[config.mk]
export PLATFORM = sky130hd
export DESIGN_NAME = li_chg_sequencer
export DESIGN_NICKNAME = d
export VERILOG_FILES = /design/src/rtl/chg_seq_pkg.sv /design/src/rtl/chg_zone_sel.sv /design/src/rtl/chg_min_timer.sv /design/src/rtl/chg_phase_fsm.sv /design/src/rtl/li_chg_sequencer.sv
export SDC_FILE = /design/constraint.sdc
export NUM_CORES = 1
export LEC_CHECK = 0
export ABC_AREA = 1
export ABC_CLOCK_PERIOD_IN_PS = 2700
export BUFFER_PORTS_ARGS = -buffer_cell sky130_fd_sc_hd__buf_4
export CORE_ASPECT_RATIO = 1.1
export CORE_MARGIN = 2
export CORE_UTILIZATION = 25
export DETAILED_ROUTE_END_ITERATION = 12
export HOLD_SLACK_MARGIN = 0.05
export PLACE_DENSITY = 0.52
export SLEW_MARGIN = 40
export SYNTH_ARGS = -nofsm -noshare
export SYNTH_HDL_FRONTEND = slang
export SYNTH_SLANG_ARGS = --single-unit
[constraint.sdc]
create_clock -name clk -period 2.7 [get_ports clk]
set_input_delay 0.27 -clock clk [delete_from_list [all_inputs] [get_ports clk]]
set_output_delay 0.27 -clock clk [all_outputs]
set_load 0.02 [all_outputs]
[src/rtl/chg_seq_pkg.sv]
package chg_seq_pkg;
  localparam int MA_W = 11;
  localparam int VT_W = 3;
  localparam int IM_W = 4;
  localparam int TO_W = 3;

  typedef enum logic [1:0] {
    PH_INIT = 2'd0,
    PH_PRE  = 2'd1,
    PH_FULL = 2'd2,
    PH_EOC  = 2'd3
  } phase_t;

  // Shared two-bit current map for pre-charge and end-of-charge levels
  function automatic logic [MA_W-1:0] small_i_ma(input logic [1:0] c);
    case (c)
      2'd0:    return MA_W'(50);
      2'd1:    return MA_W'(100);
      2'd2:    return MA_W'(185);
      default: return MA_W'(370);
    endcase
  endfunction

  // Full-charge current: code 0 is 50 mA, others are 100 mA steps
  function automatic logic [MA_W-1:0] big_i_ma(input logic [IM_W-1:0] c);
    if (c == '0) return MA_W'(50);
    return MA_W'(c) * MA_W'(100);
  endfunction
endpackage

[src/rtl/chg_zone_sel.sv]
module chg_zone_sel import chg_seq_pkg::*; #(
  parameter int ZONES = 4,
  localparam int ZW = $clog2(ZONES)
) (
  input  logic [ZW-1:0]         zone,
  input  logic [ZONES*VT_W-1:0] cfg_vterm,
  input  logic [ZONES*IM_W-1:0] cfg_imax,
  output logic [VT_W-1:0]       vterm_code,
  output logic [IM_W-1:0]       imax_code,
  output logic                  vterm_bad
);
  logic [VT_W-1:0] vt_arr [ZONES];
  logic [IM_W-1:0] im_arr [ZONES];

  for (genvar z = 0; z < ZONES; z++) begin : g_zone
    assign vt_arr[z] = cfg_vterm[z*VT_W +: VT_W];
    assign im_arr[z] = cfg_imax[z*IM_W +: IM_W];
  end

  assign vterm_code = vt_arr[zone];
  assign imax_code  = im_arr[zone];
  assign vterm_bad  = &vterm_code;
endmodule

[src/rtl/chg_min_timer.sv]
module chg_min_timer #(
  parameter int CODE_W   = 3,
  parameter int STEP     = 200,
  parameter int DIS_CODE = 0
) (
  input  logic              clk,
  input  logic              rst_n,
  input  logic              run,
  input  logic              tick,
  input  logic [CODE_W-1:0] code,
  output logic              expired
);
  localparam int MAX_MIN = ((1 << CODE_W) - 1) * STEP;
  localparam int CNT_W   = $clog2(MAX_MIN + 1);

  logic [CNT_W-1:0] cnt;
  logic [CNT_W-1:0] limit;

  assign limit = CNT_W'(code) * CNT_W'(STEP);

  always_ff @(posedge clk or negedge rst_n) begin
    if (!rst_n)                  cnt <= '0;
    else if (!run)               cnt <= '0;
    else if (tick && cnt < limit) cnt <= cnt + 1'b1;
  end

  assign expired = run && (code != CODE_W'(DIS_CODE)) && (cnt >= limit);
endmodule

[src/rtl/chg_phase_fsm.sv]
module chg_phase_fsm import chg_seq_pkg::*; (
  input  logic   clk,
  input  logic   rst_n,
  input  logic   enable,
  input  logic   fault_any,
  input  logic   vterm_bad,
  input  logic   above_pre,
  input  logic   at_term,
  input  logic   below_eoc,
  input  logic   topend_hit,
  input  logic   below_restart,
  input  logic   fc_exp,
  input  logic   top_exp,
  output phase_t state
);
  phase_t nxt;
  logic   force_init;

  assign force_init = !enable || fault_any || vterm_bad;

  always_comb begin
    nxt = state;
    if (force_init) nxt = PH_INIT;
    else begin
      case (state)
        PH_INIT: if (below_restart) nxt = PH_PRE;
        PH_PRE:  if (above_pre) nxt = PH_FULL;
        PH_FULL: begin
          if (fc_exp)                     nxt = PH_INIT;
          else if (!above_pre)            nxt = PH_PRE;
          else if (at_term && below_eoc)  nxt = PH_EOC;
        end
        default: begin
          if (fc_exp || top_exp)          nxt = PH_INIT;
          else if (!above_pre)            nxt = PH_PRE;
          else if (at_term && topend_hit) nxt = PH_INIT;
        end
      endcase
    end
  end

  always_ff @(posedge clk or negedge rst_n) begin
    if (!rst_n) state <= PH_INIT;
    else        state <= nxt;
  end

  a_r6_fault_aborts: assert property (@(posedge clk) disable iff (!rst_n)
    fault_any |=> state == PH_INIT);
  a_r10_bad_vterm_holds: assert property (@(posedge clk) disable iff (!rst_n)
    vterm_bad |=> state == PH_INIT);
  a_r2_waits_restart: assert property (@(posedge clk) disable iff (!rst_n)
    (state == PH_INIT && !below_restart) |=> state == PH_INIT);
  a_r3_pre_to_full: assert property (@(posedge clk) disable iff (!rst_n)
    (state == PH_PRE && above_pre && !force_init) |=> state == PH_FULL);
  a_r4_full_to_eoc: assert property (@(posedge clk) disable iff (!rst_n)
    (state == PH_FULL && !force_init && !fc_exp && above_pre && at_term && below_eoc)
    |=> state == PH_EOC);
  a_r5_topoff_ends: assert property (@(posedge clk) disable iff (!rst_n)
    (state == PH_EOC && at_term && topend_hit) |=> state == PH_INIT);
endmodule

[src/rtl/li_chg_sequencer.sv]
module li_chg_sequencer import chg_seq_pkg::*; #(
  parameter int ZONES    = 4,
  parameter int FLT_W    = 8,
  parameter int FC_STEP  = 200,
  parameter int TOP_STEP = 20,
  localparam int ZW = $clog2(ZONES)
) (
  input  logic                  clk,
  input  logic                  rst_n,
  input  logic                  enable,
  input  logic [FLT_W-1:0]      fault_flags,
  input  logic [ZW-1:0]         zone,
  input  logic                  above_pre,
  input  logic                  at_term,
  input  logic                  below_eoc,
  input  logic                  below_top_lo,
  input  logic                  below_top_hi,
  input  logic                  below_restart,
  input  logic                  minute_tick,
  input  logic [ZONES*VT_W-1:0] cfg_vterm,
  input  logic [ZONES*IM_W-1:0] cfg_imax,
  input  logic [1:0]            cfg_pre_i,
  input  logic [1:0]            cfg_eoc_i,
  input  logic                  cfg_topend_sel,
  input  logic [TO_W-1:0]       cfg_fc_to,
  input  logic [TO_W-1:0]       cfg_top_to,
  output logic [1:0]            phase,
  output logic [MA_W-1:0]       ilim_ma,
  output logic [MA_W-1:0]       eoc_ma,
  output logic [VT_W-1:0]       vterm_code,
  output logic                  fc_expired,
  output logic                  top_expired
);
  phase_t          state;
  logic [IM_W-1:0] imax_code;
  logic            vterm_bad;
  logic            topend_hit;
  logic            fc_run, top_run;

  chg_zone_sel #(.ZONES(ZONES)) u_zone (
    .zone(zone), .cfg_vterm(cfg_vterm), .cfg_imax(cfg_imax),
    .vterm_code(vterm_code), .imax_code(imax_code), .vterm_bad(vterm_bad)
  );

  assign fc_run  = (state == PH_FULL) || (state == PH_EOC);
  assign top_run = (state == PH_EOC);

  chg_min_timer #(.CODE_W(TO_W), .STEP(FC_STEP), .DIS_CODE(0)) u_fc_tmr (
    .clk(clk), .rst_n(rst_n), .run(fc_run), .tick(minute_tick),
    .code(cfg_fc_to), .expired(fc_expired)
  );

  chg_min_timer #(.CODE_W(TO_W), .STEP(TOP_STEP), .DIS_CODE((1 << TO_W) - 1)) u_top_tmr (
    .clk(clk), .rst_n(rst_n), .run(top_run), .tick(minute_tick),
    .code(cfg_top_to), .expired(top_expired)
  );

  assign topend_hit = cfg_topend_sel ? below_top_hi : below_top_lo;

  chg_phase_fsm u_fsm (
    .clk(clk), .rst_n(rst_n), .enable(enable), .fault_any(|fault_flags),
    .vterm_bad(vterm_bad), .above_pre(above_pre), .at_term(at_term),
    .below_eoc(below_eoc), .topend_hit(topend_hit), .below_restart(below_restart),
    .fc_exp(fc_expired), .top_exp(top_expired), .state(state)
  );

  always_comb begin
    case (state)
      PH_INIT: ilim_ma = '0;
      PH_PRE:  ilim_ma = small_i_ma(cfg_pre_i);
      default: ilim_ma = big_i_ma(imax_code);
    endcase
  end

  assign eoc_ma = small_i_ma(cfg_eoc_i);
  assign phase  = state;

  a_r7_fc_expiry_stops: assert property (@(posedge clk) disable iff (!rst_n)
    fc_expired |=> phase == PH_INIT);
  a_r8_top_expiry_in_eoc: assert property (@(posedge clk) disable iff (!rst_n)
    top_expired |-> phase == PH_EOC);
  a_r8_top_expiry_stops: assert property (@(posedge clk) disable iff (!rst_n)
    top_expired |=> phase == PH_INIT);
endmodule

; After elaboration in Yosys (flattened, before gate mapping)
; Index checks and enable logic that the tools add are counted.
[word_totals]
reg_bits = 21
out_inout_bits = 29
wordCells = 78
[classes]
magnitude_cmp = 5
muxes = 28
mul = 3
reduce_logical = 22
n_addsub = 2
bitwise = 1
n_eq_ne = 14
[ops]
columns = operator, n
row1 = 9-bit one-hot mux with 3 select lines, 2
row2 = 11-bit two-way mux, 4
row3 = 11-bit one-hot mux with 2 select lines, 1
row4 = 2-bit two-way mux, 9
row5 = 8-bit two-way mux, 2
row6 = "11-bit by 1-bit adder with 11-bit output, second input constant", 1
row7 = 11-bit >= comparator, 1
row8 = 11-bit less-than comparator, 1
row9 = "4-bit by 5-bit multiplier with 9-bit output, second input constant", 1
row10 = "8-bit by 1-bit adder with 8-bit output, second input constant", 1
row11 = 4-bit binary-select mux with 2-bit select, 1
row12 = "2-bit == test, second input constant", 4
row13 = 8-bit >= comparator, 1
row14 = 1-bit logical AND, 8
row15 = 8-bit less-than comparator, 1
row16 = "3-bit by 5-bit multiplier with 8-bit output, second input constant", 1
row17 = 4-bit two-way mux, 2
row18 = 8-bit OR reduction, 1
row19 = "7-bit by 1-bit != test with 1-bit output, second input constant", 1
row20 = 3-bit binary-select mux with 2-bit select, 1
row21 = "2-bit by 1-bit == test with 1-bit output, second input constant", 3
row22 = 2-bit zero test, 3
row23 = "3-bit by 3-bit multiplier with 6-bit output, second input constant", 1
row24 = 3-bit two-way mux, 2
row25 = other kinds (15), 22

; Longest topological paths before layout
[depth]
ltp_word = 9
depth_mapped = 17

; Cells and area by module
; Synthesis repeated with hierarchy kept, for this count alone.
[unflattened]
cells_unflattened = 439
area_unflattened_um2 = 2875.3
[by_module_without_submodules]
columns = mod, n_inst, area_per_inst_um2, cells_each
row1 = chg_min_timer at u_fc_tmr, 1, 1062.3, 151
row2 = chg_min_timer at u_top_tmr, 1, 755.7, 106
row3 = li_chg_sequencer, 1, 588.1, 90
row4 = chg_zone_sel, 1, 259.0, 56
row5 = chg_phase_fsm, 1, 210.2, 36

; Least setup slack after synthesis
; No wires, ideal clock.
[synth_timing]
path_kind = input to output
startpoint = input zone[0]
endpoint = output ilim_ma[10]
t_required_ns = 2.430
arrival_ns = 2.226
path_buffers = 1
stages = 11
setup_slack_ns = 0.204
path_cell_list = inv_2 buf_6 nand2_1 a32oi_1 inv_1 ha_1 ha_1 ha_1 a31oi_1 o21ai_0 a21oi_1
[synth_between]
elab_chain_len = 9
word_cells_on_any_way = 10
[synth_lines]
columns = element, line_no
row1 = "start, declared", li_chg_sequencer.sv:12  ; input logic [ZW-1:0] zone,
row2 = 2-bit NOT with 3-bit output (implied by the code) *, chg_zone_sel.sv:21  ; assign imax_code = im_arr[zone];
row3 = 4-bit binary-select mux with 2-bit select *, chg_zone_sel.sv:21
row4 = 4-bit two-way mux (implied by the code) * (2 in a row), chg_zone_sel.sv:21
row5 = branches (longest 3 deep; another with 4-bit by 5-bit multiplier with 9-bit output), n/a
row6 = 11-bit two-way mux *, chg_seq_pkg.sv:27  ; return MA_W'(c) * MA_W'(100);
row7 = 11-bit one-hot mux with 2 select lines *, li_chg_sequencer.sv:68  ; case (state)
row8 = "end, declared", li_chg_sequencer.sv:28  ; output logic [MA_W-1:0] ilim_ma,
; Every way passes the cells marked *. The select of a mux whose other input is x is not followed.

; Worst setup path after layout
[layout_timing]
startpoint = input zone[1]
endpoint = output ilim_ma[8]
; The elaborated chain is that of the path after synthesis.

==> flow_summary.json <==
{
  "via_per_inst": 4.30,
  "postSynthCellCount": 401,
  "yosys.area_share.simple_pct": 31.3,
  "rows": 39,
  "cts.clk_slew.worst_paths_ns": 0.06,
  "die_h_um": 113,
  "drc": 0,
  "final_cell_mix": "nand2_1 (91), buf_4 (89), inv_1 (81)",
  "io_pins": 88,
  "synth_area_per_cell_sq_um": 6.69,
  "synth_fa_ha_area_share_pct": 22.2,
  "arrival_ns": 2.26,
  "clock_skew_ns": 0.00300,
  "grt_pass1_wl_mm": 11.9,
  "portBuffers": 84,
  "clock_sink_count": 21,
  "antenna_found_initial": 0,
  "worstSkewPairLatency_ns": 0.25,
  "grt_pass1_vias": 2622,
  "dieArea_sq_um": 11600,
  "power.leakage_nw": 1.94,
  "area_growth_pct": 33.1,
  "maxSlewViolCount": 0,
  "min_path_type": "in -> reg",
  "hold_viol": 0,
  "finalSetupViolCount": 0,
  "coreArea_sq_um": 10400,
  "grt_overflow": 0,
  "nets": 594,
  "nFillCells": 1165,
  "grt_max_degree": 22,
  "h-tree-depth": 1,
  "yosysWarningCount": 0,
  "dr.pass1.iters": 4,
  "min_period_over_period_pct": 93.7,
  "dr_total_vias": 2709,
  "cap_violations": 0,
  "diodes": 0,
  "synth_xor_area_share_pct": 1.31,
  "ys_ff_latch": 21,
  "ys_seq_area_share_pct": 19.6,
  "layout-drive-gt1-share_pct": 25.7,
  "final_common_cell": "nand2_1",
  "synthMuxAreaShare_pct": 0,
  "synth.cell_area_sq_um": 2680,
  "clockBufferDepth": 2,
  "status": "finished clean",
  "setup-tns-final_ns": 0,
  "fmax_ghz": 0.395,
  "critPathKind": "in -> out",
  "rsz0062_at_grt": "false",
  "r2r_slack_ns": 0.89,
  "power_density_nw_per_um2": 284,
  "vdd_ir_drop_max_v": 0.000225,
  "drtAntennaViolNets": 0,
  "drt_iter0_markers": 119,
  "cts_buffers": 3,
  "start_util_pct": 25.7,
  "start_kind": "primary input",
  "period_needed_ns": 2.53,
  "dp_hpwl_mm": 6.02,
  "cp_max_fo": 8,
  "place_congestion": 0.847,
  "synth_compound_area_share_pct": 10.7,
  "wire_per_inst_um": 11.2,
  "cts_tree": "yes",
  "fp.dieW_um": 103,
  "grt_usage_pct": 12.4,
  "cp-end-kind": "output port",
  "synth_top_family_by_area": "simple AND/OR/NAND/NOR gates",
  "total_power_mw": 1.01,
  "crit_required_ns": 2.43,
  "root_buffer": "clkbuf_16",
  "yosysUniqueCellTypes": 37,
  "wl_mm": 7.04
}
[logic make-up after synthesis]
family                     Yosys count
adders and majority gates           47
other                                2
buffers and inverters               95
xor gates and xnor gates             4
AOI/OAI and AO/OA                   49
and+or+nand+nor                    183
DFF                                 21
[synthesized netlist by cell type, drive strengths merged]
cell / instances / area [sq um]
clkbuf: 1 / 3.75
xnor2: 1 / 8.76
a211oi: 1 / 7.51
nand3: 36 / 215
o22ai: 2 / 12.5
xor2: 3 / 26.3
o31ai: 2 / 15.0
o211ai: 1 / 7.51
a32oi: 1 / 8.76
o21bai: 1 / 7.51
o21ai: 22 / 110
nor2: 25 / 98.8
nand4: 5 / 31.3
nand2: 101 / 402
conb: 2 / 7.51
inv: 86 / 323
or2: 3 / 18.8
nor4: 2 / 12.5
dfrtp: 21 / 526
a21oi: 16 / 98.9
buf: 8 / 65.1
and3: 1 / 6.26
ha: 46 / 576
fa: 1 / 20.0
nor3: 10 / 55.1
a31oi: 3 / 18.8
[metal layers]
| metal | part of all wire, % | vias up | track usage, % | wire length, um |
|---|---|---|---|---|
| met2 | 49 | 66 | 21.7 | 3430 |
| met3 | 3.5 | 2 | 1.18 | 245 |
| li1 | - | 1440 | - | - |
| met4 | 0.64 | 0 | 1.58 | 45 |
| met1 | 47 | 1201 | 16.7 | 3320 |
| met5 | 0 | - | 0 | 0 |
[layout make-up]
type	count	area, sq um	share of cell area, %
clock buffer	3	75.1	2.10
clock inverter	1	5.00	0.140
inverter	86	325	9.12
multi-input combinational	286	1780	49.9
sequential	21	526	14.7
tap	143	179	5.01
timing repair buffer	90	678	19.0
[worst paths after layout]
path | cells after the start | endpoint | start
worst min-delay path | 3 | u_top_tmr.cnt[7]$_DFFE_PN0P_ | minute_tick
worst min register to register | 1 | u_top_tmr.cnt[2]$_DFFE_PN0P_ | u_top_tmr.cnt[2]$_DFFE_PN0P_
worst max register to register | 11 | u_top_tmr.cnt[6]$_DFFE_PN0P_ | u_top_tmr.cnt[7]$_DFFE_PN0P_
worst max-delay path | 11 | ilim_ma[8] | zone[1]
min in group asynchronous | 2 | u_fc_tmr.cnt[9]$_DFFE_PN0P_ | rst_n
max in group asynchronous | 2 | u_top_tmr.cnt[2]$_DFFE_PN0P_ | rst_n
[report_power, final]
part           total (mW)  switching (mW)  internal [mW]
Combinational       0.376           0.207          0.169
Sequential          0.323         0.00559          0.317
Clock               0.315           0.116          0.199
Total                1.01           0.328          0.685
[registers in the layout, summed over array words and instances, names as in the netlist]
name,count
u_top_tmr.cnt,8
u_fsm.state,2
u_fc_tmr.cnt,11
[metrics by stage]
stage,util [%],hold slack [ns],worst slack (ns),cell area (sq um),std cells
3_5_place_dp,33.2,0.181,0.0818,3460,625
5_1_grt,34.2,0.449,0.00281,3570,630
6_report,34.2,0.409,0.169,3570,630
3_3_place_gp,33.2,0.180,0.124,3460,625
4_1_cts,34.0,0.411,0.0723,3550,630
2_1_floorplan,-,-0.0256,0.204,2690,402
[critical path, stage by stage]
cell	delay, ns
buf_4	0.14
inv_2	0.14
nand3_1	0.09
nand2_1	0.16
inv_1	0.10
ha_1	0.32
inv_1	0.06
fa_1	0.45
xor2_1	0.16
o21ai_0	0.19
buf_4	0.18
[what timing repair did]
action | in CTS | in global routing
hold buffers | 1 | 0
endpoints found under the hold margin | 21 | 0
endpoints found under the setup margin | 0 | 3
resized for setup | 0 | 4
setup buffers | 0 | 0
(Power assumes the default switching activity.)
